==> src/rtl/intc_pkg.sv <==
package intc_pkg;

    localparam int unsigned LEVELS = 8;
    localparam int unsigned IDX_W  = $clog2(LEVELS);
    localparam int unsigned CMD_W  = 8;

    typedef logic [LEVELS-1:0] lvl_vec_t;
    typedef logic [IDX_W-1:0]  lvl_idx_t;

    // command opcode field, bits 7:5 of the command byte
    typedef enum logic [2:0] {
        OPC_RELEASE_TOP = 3'b001,
        OPC_RELEASE_ONE = 3'b011
    } eoi_opc_e;

    typedef struct packed {
        logic     hit;
        lvl_idx_t idx;
    } pick_t;

    typedef struct packed {
        logic     clr_top;
        logic     clr_one;
        lvl_idx_t idx;
    } eoi_t;

    // lowest set index wins (index 0 ranks highest)
    function automatic pick_t pick_highest(lvl_vec_t v);
        pick_t p;
        p.hit = 1'b0;
        p.idx = '0;
        for (int i = LEVELS - 1; i >= 0; i--) begin
            if (v[i]) begin
                p.hit = 1'b1;
                p.idx = lvl_idx_t'(i);
            end
        end
        return p;
    endfunction

    function automatic lvl_vec_t idx_onehot(lvl_idx_t i);
        return lvl_vec_t'(1) << i;
    endfunction

    // levels that outrank the given in-service top; all when none in service
    function automatic lvl_vec_t outrank_mask(pick_t top);
        if (!top.hit)
            return '1;
        return (lvl_vec_t'(1) << top.idx) - lvl_vec_t'(1);
    endfunction

endpackage

==> src/rtl/intc_req_latch.sv <==
module intc_req_latch
    import intc_pkg::*;
(
    input  logic     clk,
    input  logic     rst,
    input  lvl_vec_t irq_in,
    input  lvl_vec_t clr,
    output lvl_vec_t req
);

    lvl_vec_t irq_prev;
    lvl_vec_t edge_det;

    assign edge_det = irq_in & ~irq_prev;

    for (genvar g = 0; g < LEVELS; g++) begin : g_lvl
        always_ff @(posedge clk) begin
            if (rst) begin
                irq_prev[g] <= 1'b0;
                req[g]      <= 1'b0;
            end else begin
                irq_prev[g] <= irq_in[g];
                req[g]      <= (req[g] & ~clr[g]) | edge_det[g];
            end
        end

        AST_ACK_CLEARS_REQ: assert property (@(posedge clk) disable iff (rst)
            (clr[g] && !edge_det[g]) |=> !req[g]);

        AST_EDGE_LATCHES: assert property (@(posedge clk) disable iff (rst)
            edge_det[g] |=> req[g]);
    end

endmodule

==> src/rtl/intc_cmd_decode.sv <==
module intc_cmd_decode
    import intc_pkg::*;
(
    input  logic             cmd_wr,
    input  logic [CMD_W-1:0] cmd_data,
    output eoi_t             eoi
);

    logic     fmt_ok;
    eoi_opc_e opc;

    assign opc    = eoi_opc_e'(cmd_data[7:5]);
    assign fmt_ok = cmd_wr && (cmd_data[4:3] == 2'b00);

    always_comb begin
        eoi.clr_top = 1'b0;
        eoi.clr_one = 1'b0;
        eoi.idx     = cmd_data[IDX_W-1:0];
        if (fmt_ok) begin
            case (opc)
                OPC_RELEASE_TOP: eoi.clr_top = 1'b1;
                OPC_RELEASE_ONE: eoi.clr_one = 1'b1;
                default: ;
            endcase
        end
    end

    always_comb begin
        if (!cmd_wr)
            AST_NO_CMD_NO_EOI: assert (!eoi.clr_top && !eoi.clr_one);
    end

endmodule

==> src/rtl/intc_resolver.sv <==
module intc_resolver
    import intc_pkg::*;
(
    input  lvl_vec_t req,
    input  lvl_vec_t mask,
    input  lvl_vec_t isr,
    output pick_t    win
);

    lvl_vec_t pending;
    lvl_vec_t eligible;
    pick_t    isr_top;

    assign pending  = req & ~mask;
    assign isr_top  = pick_highest(isr);
    assign eligible = pending & outrank_mask(isr_top);
    assign win      = pick_highest(eligible);

    always_comb begin
        if (win.hit && isr_top.hit)
            AST_WIN_OUTRANKS: assert (win.idx < isr_top.idx);
    end

endmodule

==> src/rtl/intc_service.sv <==
module intc_service
    import intc_pkg::*;
#(
    parameter logic [7:0] VEC_BASE = 8'h20
) (
    input  logic       clk,
    input  logic       rst,
    input  logic       inta,
    input  pick_t      win,
    input  eoi_t       eoi,
    output lvl_vec_t   isr,
    output lvl_vec_t   ack_clr,
    output logic [7:0] vec_out,
    output logic       vec_valid
);

    localparam lvl_idx_t SPUR_IDX = lvl_idx_t'(LEVELS - 1);

    lvl_vec_t ack_set;
    lvl_vec_t eoi_clr;
    pick_t    isr_top;
    lvl_idx_t vec_idx;
    logic     ack_fire;

    assign ack_fire = inta && win.hit;
    assign ack_set  = ack_fire ? idx_onehot(win.idx) : '0;
    assign ack_clr  = ack_set;
    assign isr_top  = pick_highest(isr);
    assign vec_idx  = win.hit ? win.idx : SPUR_IDX;

    always_comb begin
        eoi_clr = '0;
        if (eoi.clr_top && isr_top.hit)
            eoi_clr = eoi_clr | idx_onehot(isr_top.idx);
        if (eoi.clr_one)
            eoi_clr = eoi_clr | idx_onehot(eoi.idx);
    end

    always_ff @(posedge clk) begin
        if (rst) begin
            isr       <= '0;
            vec_out   <= '0;
            vec_valid <= 1'b0;
        end else begin
            isr       <= (isr & ~eoi_clr) | ack_set;
            vec_valid <= inta;
            if (inta)
                vec_out <= VEC_BASE + 8'(vec_idx);
        end
    end

    AST_VEC_AFTER_ACK: assert property (@(posedge clk) disable iff (rst)
        vec_valid |-> $past(inta));

    AST_ACK_ENTERS_SERVICE: assert property (@(posedge clk) disable iff (rst)
        ack_fire |=> isr[$past(win.idx)]);

    AST_ONE_ENTRY_PER_ACK: assert property (@(posedge clk) disable iff (rst)
        $onehot0(ack_set));

    AST_SPURIOUS_KEEPS_ISR: assert property (@(posedge clk) disable iff (rst)
        (inta && !win.hit && !eoi.clr_top && !eoi.clr_one) |=> $stable(isr));

    AST_SPECIFIC_RELEASE: assert property (@(posedge clk) disable iff (rst)
        (eoi.clr_one && !(ack_fire && win.idx == eoi.idx)) |=> !isr[$past(eoi.idx)]);

endmodule

==> src/rtl/prio_intc.sv <==
module prio_intc
    import intc_pkg::*;
#(
    parameter logic [7:0] VEC_BASE = 8'h20
) (
    input  logic       clk,
    input  logic       rst,
    input  logic [7:0] irq_in,
    input  logic       mask_wr,
    input  logic [7:0] mask_wdata,
    output logic [7:0] mask_rdata,
    input  logic       cmd_wr,
    input  logic [7:0] cmd_data,
    input  logic       inta,
    output logic       int_out,
    output logic [7:0] vec_out,
    output logic       vec_valid
);

    lvl_vec_t mask_q;
    lvl_vec_t req;
    lvl_vec_t isr;
    lvl_vec_t ack_clr;
    pick_t    win;
    eoi_t     eoi;

    always_ff @(posedge clk) begin
        if (rst)
            mask_q <= '1;
        else if (mask_wr)
            mask_q <= mask_wdata;
    end

    assign mask_rdata = mask_q;
    assign int_out    = win.hit;

    intc_req_latch u_req (
        .clk    (clk),
        .rst    (rst),
        .irq_in (irq_in),
        .clr    (ack_clr),
        .req    (req)
    );

    intc_cmd_decode u_cmd (
        .cmd_wr   (cmd_wr),
        .cmd_data (cmd_data),
        .eoi      (eoi)
    );

    intc_resolver u_res (
        .req  (req),
        .mask (mask_q),
        .isr  (isr),
        .win  (win)
    );

    intc_service #(.VEC_BASE(VEC_BASE)) u_svc (
        .clk       (clk),
        .rst       (rst),
        .inta      (inta),
        .win       (win),
        .eoi       (eoi),
        .isr       (isr),
        .ack_clr   (ack_clr),
        .vec_out   (vec_out),
        .vec_valid (vec_valid)
    );

    AST_MASK_LOADS: assert property (@(posedge clk) disable iff (rst)
        mask_wr |=> (mask_rdata == $past(mask_wdata)));

    AST_INT_NEEDS_UNMASKED: assert property (@(posedge clk) disable iff (rst)
        int_out |-> ((req & ~mask_q) != '0));

endmodule

==> config.mk <==
export PLATFORM = sky130hd
export DESIGN_NAME = prio_intc
export DESIGN_NICKNAME = d
export VERILOG_FILES = /design/src/rtl/intc_pkg.sv /design/src/rtl/intc_req_latch.sv /design/src/rtl/intc_cmd_decode.sv /design/src/rtl/intc_resolver.sv /design/src/rtl/intc_service.sv /design/src/rtl/prio_intc.sv
export SDC_FILE = /design/constraint.sdc
export NUM_CORES = 1
export LEC_CHECK = 0
export CELL_PAD_IN_SITES_DETAIL_PLACEMENT = 1
export CELL_PAD_IN_SITES_GLOBAL_PLACEMENT = 1
export CORE_MARGIN = 2
export CORE_UTILIZATION = 30
export DETAILED_ROUTE_END_ITERATION = 16
export PLACE_DENSITY_LB_ADDON = 0.12
export SLEW_MARGIN = 40
export SYNTH_ARGS = -nofsm -noshare
export SYNTH_HDL_FRONTEND = slang
export SYNTH_HIERARCHICAL = 1
export SYNTH_SLANG_ARGS = --single-unit
==> constraint.sdc <==
create_clock -name clk -period 4.88 [get_ports clk]
set_clock_uncertainty 0.1 [all_clocks]
set_input_delay 1.22 -clock clk [delete_from_list [all_inputs] [get_ports clk]]
set_output_delay 1.22 -clock clk [all_outputs]
set_load 0.01 [all_outputs]
==> results of run 1 <==
worst min-delay path, cell delays in order (launching register included):
cell                      delay [ns]
sky130_fd_sc_hd__dfxtp_1        0.33
sky130_fd_sc_hd__nor2_1         0.05
sky130_fd_sc_hd__nor2_1         0.07
flip-flops by register name, summed over array words and instances (netlist names):
signal	flops
u_req/irq_prev	8
u_req/req	8
mask_rdata	8
u_svc/vec_out	4
u_svc/vec_valid	1
u_svc/isr	8
per-stage QoR:
step	util	setup WS, ns	power, uW	instance area, um2
after floorplan	-	1.829	443.3	1926
after global placement	0.3761	1.098	509.8	2361
after detailed placement	0.3761	1.077	510.6	2361
after CTS	0.3945	0.7323	786.7	2476
after global routing	0.3945	0.4746	819.9	2476
final	0.3945	0.7452	775.1	2476
power by group:
group | switching [uW] | total, uW | internal, uW
clock network | 120 | 273 | 153
logic | 80.4 | 164 | 83.3
registers | 16.6 | 339 | 322
cell families (layout without fill, tap and decap cells):
family / count (synthesis) / after routing / share of synthesized area
flops: 37 / 37 / 0.3869
other cells: 1 / 4 / 0.001959
compound gates: 52 / 52 / 0.2294
buf+inv: 21 / 60 / 0.06405
fa+ha+maj: 1 / 1 / 0.006535
simple gates: 101 / 101 / 0.3111
path summary, 6_finish.rpt:
| check | start | endpoint | slack [ns] | depth (start not counted) |
|---|---|---|---|---|
| worst min-delay path | u_svc/vec_out[5] | u_svc/vec_out[5] | 0.38 | 2 |
| worst max-delay path | u_svc/isr[5] | int_out | 0.75 | 9 |
| worst max register to register | u_svc/isr[5] | u_req/req[6] | 1.78 | 11 |
| worst min register to register | u_svc/vec_out[5] | u_svc/vec_out[5] | 0.38 | 2 |
layout make-up:
type / instances / area [um2] / share of cell area
well taps: 77 / 96.34 / 0.03891
flip-flops and latches: 37 / 740.7 / 0.2991
repair buffers: 43 / 427.9 / 0.1728
clock buffers: 5 / 68.82 / 0.02779
inverters: 9 / 33.78 / 0.01364
clock inverters: 3 / 46.29 / 0.01870
multi-input cells: 158 / 1062 / 0.4290
cell usage in the layout, fill, tap and decap left out, types with 5 or more instances in the layout:
| cell type | instances |
|---|---|
| sky130_fd_sc_hd__clkdlybuf4s50_1 | 42 |
| sky130_fd_sc_hd__nor3_1 | 7 |
| sky130_fd_sc_hd__o311ai_0 | 5 |
| sky130_fd_sc_hd__nor2_1 | 20 |
| sky130_fd_sc_hd__clkbuf_8 | 5 |
| sky130_fd_sc_hd__a211o_2 | 6 |
| sky130_fd_sc_hd__inv_1 | 9 |
| sky130_fd_sc_hd__and2b_1 | 6 |
| sky130_fd_sc_hd__dfxtp_1 | 37 |
| sky130_fd_sc_hd__nand2b_1 | 22 |
| sky130_fd_sc_hd__nand2_1 | 10 |
| sky130_fd_sc_hd__nor2b_1 | 13 |
| sky130_fd_sc_hd__a21oi_2 | 8 |
layer usage:
metal / global-route usage / routed length [um]
met3: 0.02770 / 149
met2: 0.2189 / 2154
met1: 0.1991 / 2438
met4: 0.06745 / 106
met5: 0 / 0
==> results.md, run 1 <==
* Die area at 7036 um2
* CP endpoint kind: primary output
* Boundary Pins at 47
* Result of the run: finished, final reports clean
* Type of element launching the critical path: register
* Total standard cell area after synthesis at about 1900 um2
* Sum of overflow across all layers after global routing at 0
* Root Buffer: sky130_fd_sc_hd__clkbuf_8
* Peak per-stage delay on the critical path at 0.58 ns
* RSZ-0062 raised after global routing: false
* Average routed wire per standard cell at 14.60 um
* Max Freq at between 200 and 250 MHz
* Most used flip-flop cell after synthesis: sky130_fd_sc_hd__dfxtp_1
* Buffer and inverter count on the worst path at 1
* Power density over the cells at 313.0 nW/um2
* Share of post-route cells with drive strength above 1 at 0.1294
* Post-synthesis async set-or-reset flop share at 0
* Starting Density at 0.3050
* Maximum level of the CTS H-tree at 2
* Instance count after placement with tap cells included at 324
* IR Drop Worst-Case VDD at 0.1302 mV
* Final count of pins violating max slew at 0
* CTS tree: yes
* Crit path max-delay family: simple AND/OR/NAND/NOR gates
* IO buf count at 42
* Number of sinks on the clock net at 37
* Total number of nets in the final design at 284
* Global placement routability congestion at 0.8206
* Largest net degree at the start of global routing at 22
* Number of optimization iterations in the first detailed-route pass at 4
* Via count at 1,662
* Library cells used by synthesis at 49
* Number of flops mapped to enable cells by yosys at 0
* Crit path max fanout at 7
* Hold buffer count at CTS at 0
* Area inside the core boundary at 6277 um2
* Total negative setup slack at 0 ns
* Final Hold Violating Endpoints at 0
* Maximum clock insertion buffer count at 2
* Number of instances resized during post-cts repair at 0
* Number of design-rule violations left by the first detailed-router iteration at between 80 and 90
* Top cells by area, synth: sky130_fd_sc_hd__dfxtp_1 39%, sky130_fd_sc_hd__nand2b_1 7.2%, sky130_fd_sc_hd__nor2b_1 4.2%
* Portion of the clock cycle consumed by the worst path in the final layout at 0.8473
* Cell accounting for the most synthesized area: sky130_fd_sc_hd__dfxtp_1
* Total wirelength of the detailed-routed design at 4.848 mm
* Relative area change from synthesis to final layout at 29.35%
* Arrival time at the worst endpoint at 2.81 ns
* Ys Warns at 6
* Slew @ Worst Pin at ~0.65 ns
* Total setup buffers inserted after CTS at 0
* Worst-skew pair later-pin latency at ~0.30 ns
* Global-route usage over all layers at 0.1450
* Type of the worst min-delay path: register to register
* Global-route wire length before repair at slightly above 8 mm
* Dominant cell by count in the synthesized netlist: sky130_fd_sc_hd__dfxtp_1
* Std-Cell Rows at 29
* Antenna cells at 0
* Synthesis-stage register bit count at 37
* Share of the synthesized area in the top cell type at 0.3869
* Clock buffer count from CTS at 5
* Number of standard cells in the final layout excluding fillers at 332
* Post-CTS clock slew at the launch and capture registers of the worst setup and hold paths at 0.08 ns
* Synth top cells by count: 37 x sky130_fd_sc_hd__dfxtp_1, 22 x sky130_fd_sc_hd__nand2b_1, 20 x sky130_fd_sc_hd__nor2_1
* Ordered cell list for the critical path: nor4_1 > a21oi_1 > ha_1 > nor3b_1 > nor2_1 > o21ai_1 > nor2_1 > nand3_1 > clkdlybuf4s50_1
* Sequential fraction of the synthesis area at 0.3869
* Slowest CP cell: sky130_fd_sc_hd__clkdlybuf4s50_1
* Die height at 83.88 um
* Hold_ws at about 0.38 ns
* Max-Cap Viols at 0
* Filler cells at 731
* Die Wd at between 80 and 90 um
* Static Leakage at approximately 0.00094 uW
* Final worst path period need at just over 4 ns
* Antenna violations before repair at 0
* Slew HR at 0.5646
* Crit Path Category: register to primary output
* Critical Path RT at 3.56 ns
* Final count of negative-setup-slack endpoints at 0
* Per-instance average area after synthesis at between 8 and 9 um2
* Gate count after technology mapping at 213
* Post-route DRC violation count at 0
* Antenna-violating nets left at 0
* Via/cell ratio at 5.006
* Vias in the first global route at 1,631
* DP Wirelength at 3.748 mm
* Library cell appearing most often on the critical path: sky130_fd_sc_hd__nor2_1
Power figures use the tool's default switching activity.
==> inputs of run 2 (changes only) <==
==> constraint.sdc (replaced) <==
create_clock -name clk -period 3.85 [get_ports clk]
set_clock_uncertainty 0.1 [all_clocks]
set_input_delay 0.9625 -clock clk [delete_from_list [all_inputs] [get_ports clk]]
set_output_delay 0.9625 -clock clk [all_outputs]
set_load 0.01 [all_outputs]
==> results.md, run 2 (synthesis results as in run 1) <==
* Maximum level of the CTS H-tree at 2 (unchanged)
* Switching power of the nets at 274.1 uW (+26%)
* Boundary Pins at 47 (unchanged)
* Via count at 1,679 (+1.0%)
* Logic pwr share at 0.235 (+0.024)
* Slowest CP cell: sky130_fd_sc_hd__clkdlybuf4s50_1
* Hold buffer count at CTS at 0 (unchanged)
* End of the worst register-to-register path: u_req/req[5]
* Worst Hold Path Cells at 2 (unchanged)
* Std-Cell Rows at 29 (unchanged)
* Global-route usage over all layers at 0.1475 (+0.002476)
* Peak per-stage delay on the critical path at 0.55 ns (-0.03 ns)
* Vias in the first global route at 1,634 (+0.18%)
* Critical R2R Launch: u_svc/isr[4]
* Number of design-rule violations left by the first detailed-router iteration at 90 (+2.3%)
* CP endpoint kind: primary output
* Maximum clock insertion buffer count at 2 (unchanged)
* Antenna cells at 0 (unchanged)
* Type of the worst min-delay path: register to register
* IR Drop Worst-Case VDD at 0.1778 mV (+37%)
* Relative area change from synthesis to final layout at 30.00%
* Post-Place Cell Area at 2384 um2 (+0.95%)
* Portion of the clock cycle consumed by the worst path in the final layout at 0.9531
* Type of element launching the critical path: register
* Reg-to-reg slack, setup at 1.02 ns (-0.76 ns)
* Worst-skew pair later-pin latency at 0.29 ns (about the same)
* Commonest cells after routing, fill and taps aside: 42 x sky130_fd_sc_hd__clkdlybuf4s50_1, 36 x sky130_fd_sc_hd__dfxtp_1, 22 x sky130_fd_sc_hd__nand2b_1, 20 x sky130_fd_sc_hd__nor2_1, 13 x sky130_fd_sc_hd__nor2b_1
* Final worst path period need at approximately 3.7 ns
* Final count of negative-setup-slack endpoints at 0 (unchanged)
* Final count of pins violating max slew at 0 (unchanged)
* Ordered cell list for the critical path: nor4_2 > a21oi_1 > ha_1 > and3_1 > o31ai_1 > nor2_1 > nand3_1 > clkdlybuf4s50_1
* Total negative setup slack at 0 ns (unchanged)
* Area inside the core boundary at 6277 um2 (unchanged)
* Antenna-violating nets left at 0 (unchanged)
* Number of optimization iterations in the first detailed-route pass at 4 (unchanged)
* Clock share of power at 0.299 (-0.053)
* Die area at 7036 um2 (unchanged)
* Routed metal-1 wire length at 2.457 mm (+0.78%)
* Starting Density at 0.3050 (unchanged)
* Met3 wire len at 202 um (+36%)
* Global-route wire length before repair at 8.273 mm (+2.5%)
* Total wirelength of the detailed-routed design at 5.025 mm (+3.7%)
* IO buf count at 42 (unchanged)
* Post-CTS clock slew at the launch and capture registers of the worst setup and hold paths at 0.08 ns (about the same)
* Switching fraction of total power at 0.2967 (+0.01697)
* Arrival time at the worst endpoint at 2.61 ns (-0.20 ns)
* Via/cell ratio at 4.997 (-0.18%)
* Static Leakage at 0.0009494 uW (+1.2%)
* Result of the run: finished, final reports clean
* Crit path max fanout at 8 (+1)
* Filler cells at 761 (+4.1%)
* Most common library cell in the layout ignoring fill and taps: sky130_fd_sc_hd__clkdlybuf4s50_1
* DR top layer: met4
* Power density over the cells at 371.2 nW/um2 (+19%)
* Die Wd at 83.88 um (unchanged)
* Max-Cap Viols at 0 (unchanged)
* Total number of nets in the final design at 288 (+1.4%)
* Antenna violations before repair at 0 (unchanged)
* Endpoint of the most critical setup path: int_out
* Slew @ Worst Pin at 0.5193 ns (-0.1318 ns)
* Sum of overflow across all layers after global routing at 0 (unchanged)
* Routed met2 length at 2.307 mm (+7.1%)
* Average routed wire per standard cell at 14.96 um (+2.4%)
* Final Hold Violating Endpoints at 0 (unchanged)
* Beginning of the critical path: u_svc/isr[4]
* DP Wirelength at 3.926 mm (+4.8%)
* Crit Path Category: register to primary output
* Largest net degree at the start of global routing at 18 (-18%)
* CTS tree: yes
* Critical Path RT at 2.79 ns (-0.77 ns)
* Cell Int Power at 649.7 uW (+16%)
* Share of post-route cells with drive strength above 1 at 0.1506 (+0.02117)
* Depth of the most critical reg-to-reg path at 13 (+2)
* Post-route DRC violation count at 0 (unchanged)
* Root Buffer: sky130_fd_sc_hd__clkbuf_8
* Clock buffer count from CTS at 5 (unchanged)
* Die height at 83.88 um (unchanged)
* Number of sinks on the clock net at 37 (unchanged)
* Final design area excluding fillers at 2489 um2 (+0.51%)
* Global placement routability congestion at 0.8110 (-1.2%)
* Fraction of power consumed by sequential logic at 0.466 (+0.029)
* Slew HR at 0.6527 (+0.08811)
* Max Freq at 272.5 MHz
-- run 2: layout make-up --
class                   instances  area, um2  share of cell area
clock buffers                   5      68.82             0.02765
multi-input cells             158       1069              0.4294
well taps                      77      96.34             0.03871
clock inverters                 3      21.27            0.008547
flip-flops and latches         37      742.0              0.2981
repair buffers                 47      457.9              0.1840
inverters                       9      33.78             0.01357
-- run 2: metal layers --
layer  vias to the layer above  global-route usage
li1                        843                   -
met1                       791              0.2022
met2                        40              0.2342
met3                         5             0.02967
met4                         0             0.04399
met5                         -                   0
-- run 2: timing repair --
action	4_1_cts	5_1_grt
buffers inserted	0	1
gates resized for setup	0	2
setup endpoints to repair	0	1
-- run 2: how the worst min path moves through the flow --
stage                     startpoint  slack, ns               end
floorplan               u_req/req[7]       0.36      u_req/req[7]
global placement    u_svc/vec_out[5]       0.36  u_svc/vec_out[5]
detailed placement  u_svc/vec_out[5]       0.36  u_svc/vec_out[5]
CTS                 u_svc/vec_out[5]       0.38  u_svc/vec_out[5]
global route        u_svc/vec_out[5]       0.43  u_svc/vec_out[5]
finish              u_svc/vec_out[5]       0.37  u_svc/vec_out[5]
-- run 2: power by group through the flow --
stage	clock [uW]	sequential [uW]	combinational, uW
final	276	430	217
after global routing	309	435	240
after CTS	292	430	219
after detailed placement	0	439	218
after global placement	0	438	216
after floorplan	0	437	125
-- run 2: per-stage QoR --
step | power [uW] | hold WS [ns] | instances | setup WS [ns] | util
2_1_floorplan | 561.9 | 0.3588 | 216 | 1.057 | -
3_3_place_gp | 654.5 | 0.3564 | 327 | 0.4684 | 0.3797
3_5_place_dp | 657.2 | 0.3639 | 327 | 0.4332 | 0.3797
4_1_cts | 940.8 | 0.3827 | 335 | 0.1027 | 0.3941
5_1_grt | 983.4 | 0.4258 | 336 | -0.01717 | 0.3965
6_report | 923.8 | 0.3725 | 336 | 0.1807 | 0.3965
-- run 2: critical path, delay by kind of cell, from the launching register on --
| family | cells | cell delay (ns) |
|---|---|---|
| AND/OR/NAND/NOR | 4 | 0.73 |
| buffers and inverters | 1 | 0.55 |
| AO/OA/AOI/OAI | 2 | 0.41 |
| flip-flops | 1 | 0.37 |
| adder cells (fa/ha/maj) | 1 | 0.25 |
